===== config.mk =====
export PLATFORM = sky130hd
export DESIGN_NAME = bridge_perr_reporter
export DESIGN_NICKNAME = d
export VERILOG_FILES = /design/src/rtl/bridge_perr_reporter.sv
export SDC_FILE = /design/constraint.sdc
export NUM_CORES = 1
export LEC_CHECK = 0
export BUFFER_PORTS_ARGS = -buffer_cell sky130_fd_sc_hd__clkbuf_2
export CELL_PAD_IN_SITES_DETAIL_PLACEMENT = 0
export CELL_PAD_IN_SITES_GLOBAL_PLACEMENT = 1
export CORE_MARGIN = 8
export CORE_UTILIZATION = 13
export CTS_CLUSTER_DIAMETER = 60
export DETAILED_ROUTE_END_ITERATION = 8
export PLACE_DENSITY = 0.75
export SYNTH_ARGS = -nofsm -noshare
export SYNTH_HDL_FRONTEND = slang
export SYNTH_SLANG_ARGS = --single-unit
export TNS_END_PERCENT = 5

===== constraint.sdc =====
create_clock -name clk -period 0.8 [get_ports clk]
set_input_delay 0.08 -clock clk [delete_from_list [all_inputs] [get_ports clk]]
set_output_delay 0.08 -clock clk [all_outputs]
set_load 0.03 [all_outputs]

===== src/rtl/bridge_perr_reporter.sv =====
module bridge_perr_reporter #(
  parameter int CFG_W    = 16,
  parameter int STAT_BIT = 8
) (
  input  logic             clk,
  input  logic             rst,
  input  logic             dp_valid,
  input  logic [1:0]       xact,
  input  logic             dir_up,
  input  logic             err_on_sec,
  input  logic             sec_par_err,
  input  logic             s_perr_n,
  input  logic             sec_master,
  input  logic             pri_per_en,
  input  logic             sec_per_en,
  input  logic             cfg_wr,
  input  logic [CFG_W-1:0] cfg_wdata,
  output logic             p_perr_n,
  output logic             sec_mdpe
);
  localparam logic [1:0] XT_RD = 2'd0, XT_PW = 2'd1, XT_DW = 2'd2;

  wire down     = !dir_up;
  wire is_wr    = (xact == XT_PW) || (xact == XT_DW);
  wire pri_hit  = dp_valid && pri_per_en && !err_on_sec &&
                  (((xact == XT_RD) && dir_up) || (is_wr && down));
  wire xbus_hit = dp_valid && pri_per_en && sec_per_en && err_on_sec &&
                  down && (xact == XT_DW) && !s_perr_n;
  wire set_mdpe = dp_valid && sec_master && sec_per_en && down && err_on_sec &&
                  (xact != 2'd3) && (sec_par_err || !s_perr_n);
  wire clr_mdpe = cfg_wr && cfg_wdata[STAT_BIT];

  logic hit_q;

  always_ff @(posedge clk) begin
    if (rst) begin
      hit_q    <= 1'b0;
      p_perr_n <= 1'b1;
      sec_mdpe <= 1'b0;
    end else begin
      hit_q    <= pri_hit || xbus_hit;
      p_perr_n <= !hit_q;
      sec_mdpe <= set_mdpe || (sec_mdpe && !clr_mdpe);
    end
  end

  a_r1_reset_clear: assert property (@(posedge clk) rst |=> (p_perr_n && !sec_mdpe));

  a_r7_pulse_source: assert property (@(posedge clk) disable iff (rst)
    !p_perr_n |-> ($past(dp_valid, 2) && $past(pri_per_en, 2)));

  a_r6_upstream_write_quiet: assert property (@(posedge clk) disable iff (rst)
    (dp_valid && dir_up && (xact != XT_RD)) |=> ##1 p_perr_n);

  a_r3_set_needs_sec_side: assert property (@(posedge clk) disable iff (rst)
    $rose(sec_mdpe) |-> ($past(sec_per_en) && $past(sec_master) && !$past(dir_up) && $past(err_on_sec)));

  a_r8_sticky: assert property (@(posedge clk) disable iff (rst)
    (sec_mdpe && !(cfg_wr && cfg_wdata[STAT_BIT])) |=> sec_mdpe);

  a_r8_clear: assert property (@(posedge clk) disable iff (rst)
    (cfg_wr && cfg_wdata[STAT_BIT] && !dp_valid) |=> !sec_mdpe);
endmodule


# Yosys cells after proc, flatten, opt, wreduce, memory -nomap -nowiden
# Cells that the tools add are included.
dict set report op_classes {
  n_reduce_logical 29
  eq_ne 3
}
# operator count
set op_table {}
lappend op_table {{logical AND 1 bit} 18}
lappend op_table {{zero test 1 bit} 5}
lappend op_table {{logical OR 1 bit} 5}
lappend op_table {{== test 2 x 1 -> 1 bit, second input constant} 1}
lappend op_table {{== test 2 bit, second input constant} 1}
lappend op_table {{zero test 2 bit} 1}
lappend op_table {{inequality test 2 bit, second input constant} 1}
dict set report totals {
  ff_bits 3
  wordCells 35
  in_bits 29
}

# Longest topological paths before layout
dict set report logic_depth {
  depth_word 7
  depth_mapped 5
  mapped_depth_nobuf 5
}

# Worst setup path before layout
# OpenSTA, ideal clock, no wires.
dict set report synth_timing {
  path_type {input-to-reg}
  start {in xact[0]}
  end {reg hit_q}
  setup_ps 117
  t_required_ps 683
  path_slack_ps -60
  arrival_time_ps 744
  path_stages 5
  cell_sequence {inv_1 ha_1 mux2i_1 o22ai_1 and4b_1}
}
dict set report synth_via {
  elab_chain_len 6
}
# element line_no
set synth_lines {}
lappend synth_lines {{from (decl)} 8} ;# input logic [1:0] xact,
lappend synth_lines {{== test 2 x 1 -> 1 bit / == test 2 bit (equally long branches)} {24, 28}}
lappend synth_lines {{logical OR 1 bit} 24} ;# wire is_wr = (xact == XT_PW) || (xact == XT_DW);
lappend synth_lines {{logical AND 1 bit} 26} ;# (((xact == XT_RD) && dir_up) || (is_wr && down));
lappend synth_lines {{logical OR 1 bit} 26}
lappend synth_lines {{logical AND 1 bit} 25} ;# wire pri_hit = dp_valid && pri_per_en && !err_on_sec &&
lappend synth_lines {{logical OR 1 bit (*)} 41} ;# hit_q <= pri_hit || xbus_hit;
lappend synth_lines {{to (signal assigned)} 41}
lappend synth_lines {{to (decl)} 33} ;# logic hit_q;
# Every way passes the cells marked *; elsewhere a longest branch is shown, timed or not.
# A chain may end at the register's enable or synchronous reset.

# Worst setup path in the final report
dict set report layout_timing {
  start {reg sec_mdpe}
  end {out sec_mdpe}
}
# element line_no
set layout_rtl {}
lappend layout_rtl {{from (decl)} 19} ;# output logic sec_mdpe
lappend layout_rtl {{from (signal assigned)} 43} ;# sec_mdpe <= set_mdpe || (sec_mdpe && !clr_mdpe);
# No word-level cell between the ends.

==> results.json <==
{
  "die_w_um": 53.6,
  "synth_warnings": 0,
  "antenna_found_initial": 0,
  "setup_viol": 0,
  "cts_hold_buf": 0,
  "ff_latch_area_um2": 62.6,
  "area_delta_synth_final_pct": 84.4,
  "start_kind": "flop",
  "placedCellCount": 49,
  "pwr_density_cell_nw_per_um2": 1470,
  "grt_pass1_vias": 247,
  "cts_tree": "built",
  "layout_common_cells": "13 x clkbuf_2, 3 x clkbuf_4",
  "dieArea_um2": 2870,
  "drv_cap": 0,
  "io_pins": 31,
  "slowest_stage": "dfxtp_2",
  "vias": 218,
  "critical_path_class": "flop to primary output",
  "skew_ns": 0.00000247,
  "grt_first_pass_wirelength_um": 938,
  "clk_pin_slew_ns": 0.03,
  "grt_util_all_layers": 0.0470,
  "drtIter0Drc": 0,
  "cp.depth": 1,
  "status": "completed",
  "hold_violations": 0,
  "reg2reg_to": "sec_mdpe",
  "drive_gt1_frac": 0.605,
  "rows": 13,
  "core_area_um2": 1320,
  "fin_crit_sh": 0.972,
  "worstSetupEndpointType": "primary output",
  "fin_setup_tns_ns": 0,
  "synthesis.area_um2": 184,
  "drc": 0,
  "crit_fanout": 2,
  "drv_slew": 0,
  "reg2reg_from": "sec_mdpe",
  "finalNonFillerCells": 53,
  "cts_setup_buffers": 0,
  "cts_buffers": 3,
  "nNetsFinal": 71,
  "ys_ff_latch": 3,
  "rsz0062_at_grt": "false",
  "worst_ir_drop_vdd_mv": 0.243,
  "rr_worst_depth": 2,
  "hold_path.class": "input pin to flop",
  "cts_sinks": 3,
  "max_freq_mhz": 1290,
  "syn_nets": 51,
  "place_hpwl_um": 510,
  "mostFrequentLayoutCell": "clkbuf_2",
  "multiInputGateArea_um2": 129,
  "antenna_cells": 0,
  "port_buffers": 15,
  "die_height_um": 53.6,
  "grt_start_max_net_pins": 4,
  "clockRootBuffer": "clkbuf_4",
  "setup_slack_ns": 0.0220,
  "grt_overflow": 0,
  "critical_path_required_ns": 0.72,
  "startpoint": "sec_mdpe",
  "crit_path_max_incr_delay_ns": 0.32,
  "drtPass1Iterations": 1,
  "wl_per_cell_um": 10.6,
  "crit_family": "flip-flops",
  "dpl_worst_slack_ns": -0.193,
  "avgViaCountPerCell": 4.11,
  "dpl_cell_area_um2": 293,
  "start_util": 0.140,
  "gp_congestion": 0.676,
  "power.leakage_nw": 0.168,
  "rrSetupSlack_ns": 0.24,
  "synthCells": 19,
  "syn_area_per_cell_um2": 9.68,
  "htree_levels": 1,
  "timing.final.crit_period_ns": 0.778,
  "yosysUniqueCellTypes": 12,
  "fin_util": 0.257,
  "critPathBufInv": 1,
  "critical_path_arrival_ns": 0.70,
  "clk_path_buf_depth": 2,
  "worstPathCellList": "clkbuf_8",
  "ys_seq_area_frac": 0.327,
  "clock_latency_ns": 0.23,
  "drt-total-wl_um": 562,
  "antenna_left": 0,
  "worst_slew_pin_slew_ns": 0.131,
  "fin_area_um2": 339,
  "fillers": 146,
  "critPathCapture": "sec_mdpe",
  "slew_headroom": 0.910
}
[how the worst min path moves through the flow]
stage          slack (ns)  from  cells after the start  endpoint
2_1_floorplan        0.15   rst                      1  sec_mdpe
3_3_place_gp         0.28   rst                      2  sec_mdpe
3_5_place_dp         0.27   rst                      2  sec_mdpe
4_1_cts              0.02   rst                      2  sec_mdpe
5_1_grt              0.03   rst                      2  sec_mdpe
6_report             0.02   rst                      2  sec_mdpe
[through the flow]
stage	total power [mW]	hold WS, ns
after floorplan	0.186	0.149
after global placement	0.233	0.275
after detailed placement	0.232	0.268
after CTS	0.512	0.0171
after global routing	0.529	0.0306
final	0.498	0.0178
[repair_timing]
item,4_1_cts,5_1_grt
gates cloned,0,0
gates resized for setup,5,1
setup endpoints to repair,2,1
[final cells by class]
type,instances,share of cell area
multi-input cells,14,0.380
flip-flops and latches,3,0.185
inverters,2,0.0295
repair buffers,15,0.273
clock buffers,4,0.0775
well taps,15,0.0554
[power by group]
group	leakage, nW	internal, mW	switching (mW)
clock network	0.0150	0.187	0.0804
logic	0.128	0.0439	0.0332
registers	0.0243	0.153	0.000760
[sequential cells by signal, indices dropped and copies added, names as in the netlist]
register,flops
hit_q,1
p_perr_n,1
sec_mdpe,1
[logic make-up after synthesis]
| group | count (synthesis) | synth area share |
|---|---|---|
| and+or+nand+nor | 8 | 0.313 |
| muxes | 1 | 0.0544 |
| buffers and inverters | 2 | 0.0408 |
| AOI/OAI and AO/OA | 2 | 0.0612 |
| DFF | 3 | 0.327 |
| adders and majority gates | 3 | 0.204 |
[cell usage after synthesis]
| library cell | number | area share |
|---|---|---|
| dfxtp_1 | 3 | 0.33 |
| ha_1 | 3 | 0.20 |
| inv_1 | 2 | 0.041 |
| nand2_1 | 2 | 0.041 |
| nand2b_1 | 2 | 0.068 |
| a21oi_1 | 1 | 0.027 |
| and4b_1 | 1 | 0.054 |
| and4bb_1 | 1 | 0.068 |
| mux2i_1 | 1 | 0.054 |
| nand4_1 | 1 | 0.034 |
| nand4b_1 | 1 | 0.048 |
| o22ai_1 | 1 | 0.034 |
[routing by layer]
layer	up-vias	track usage	part of all wire
li1	106	-	-
met3	5	0.0386	0.27
met2	18	0.0566	0.32
met4	0	0.0630	0.048
met1	89	0.0422	0.36
met5	-	0	0
Power figures use the tool's default switching activity.
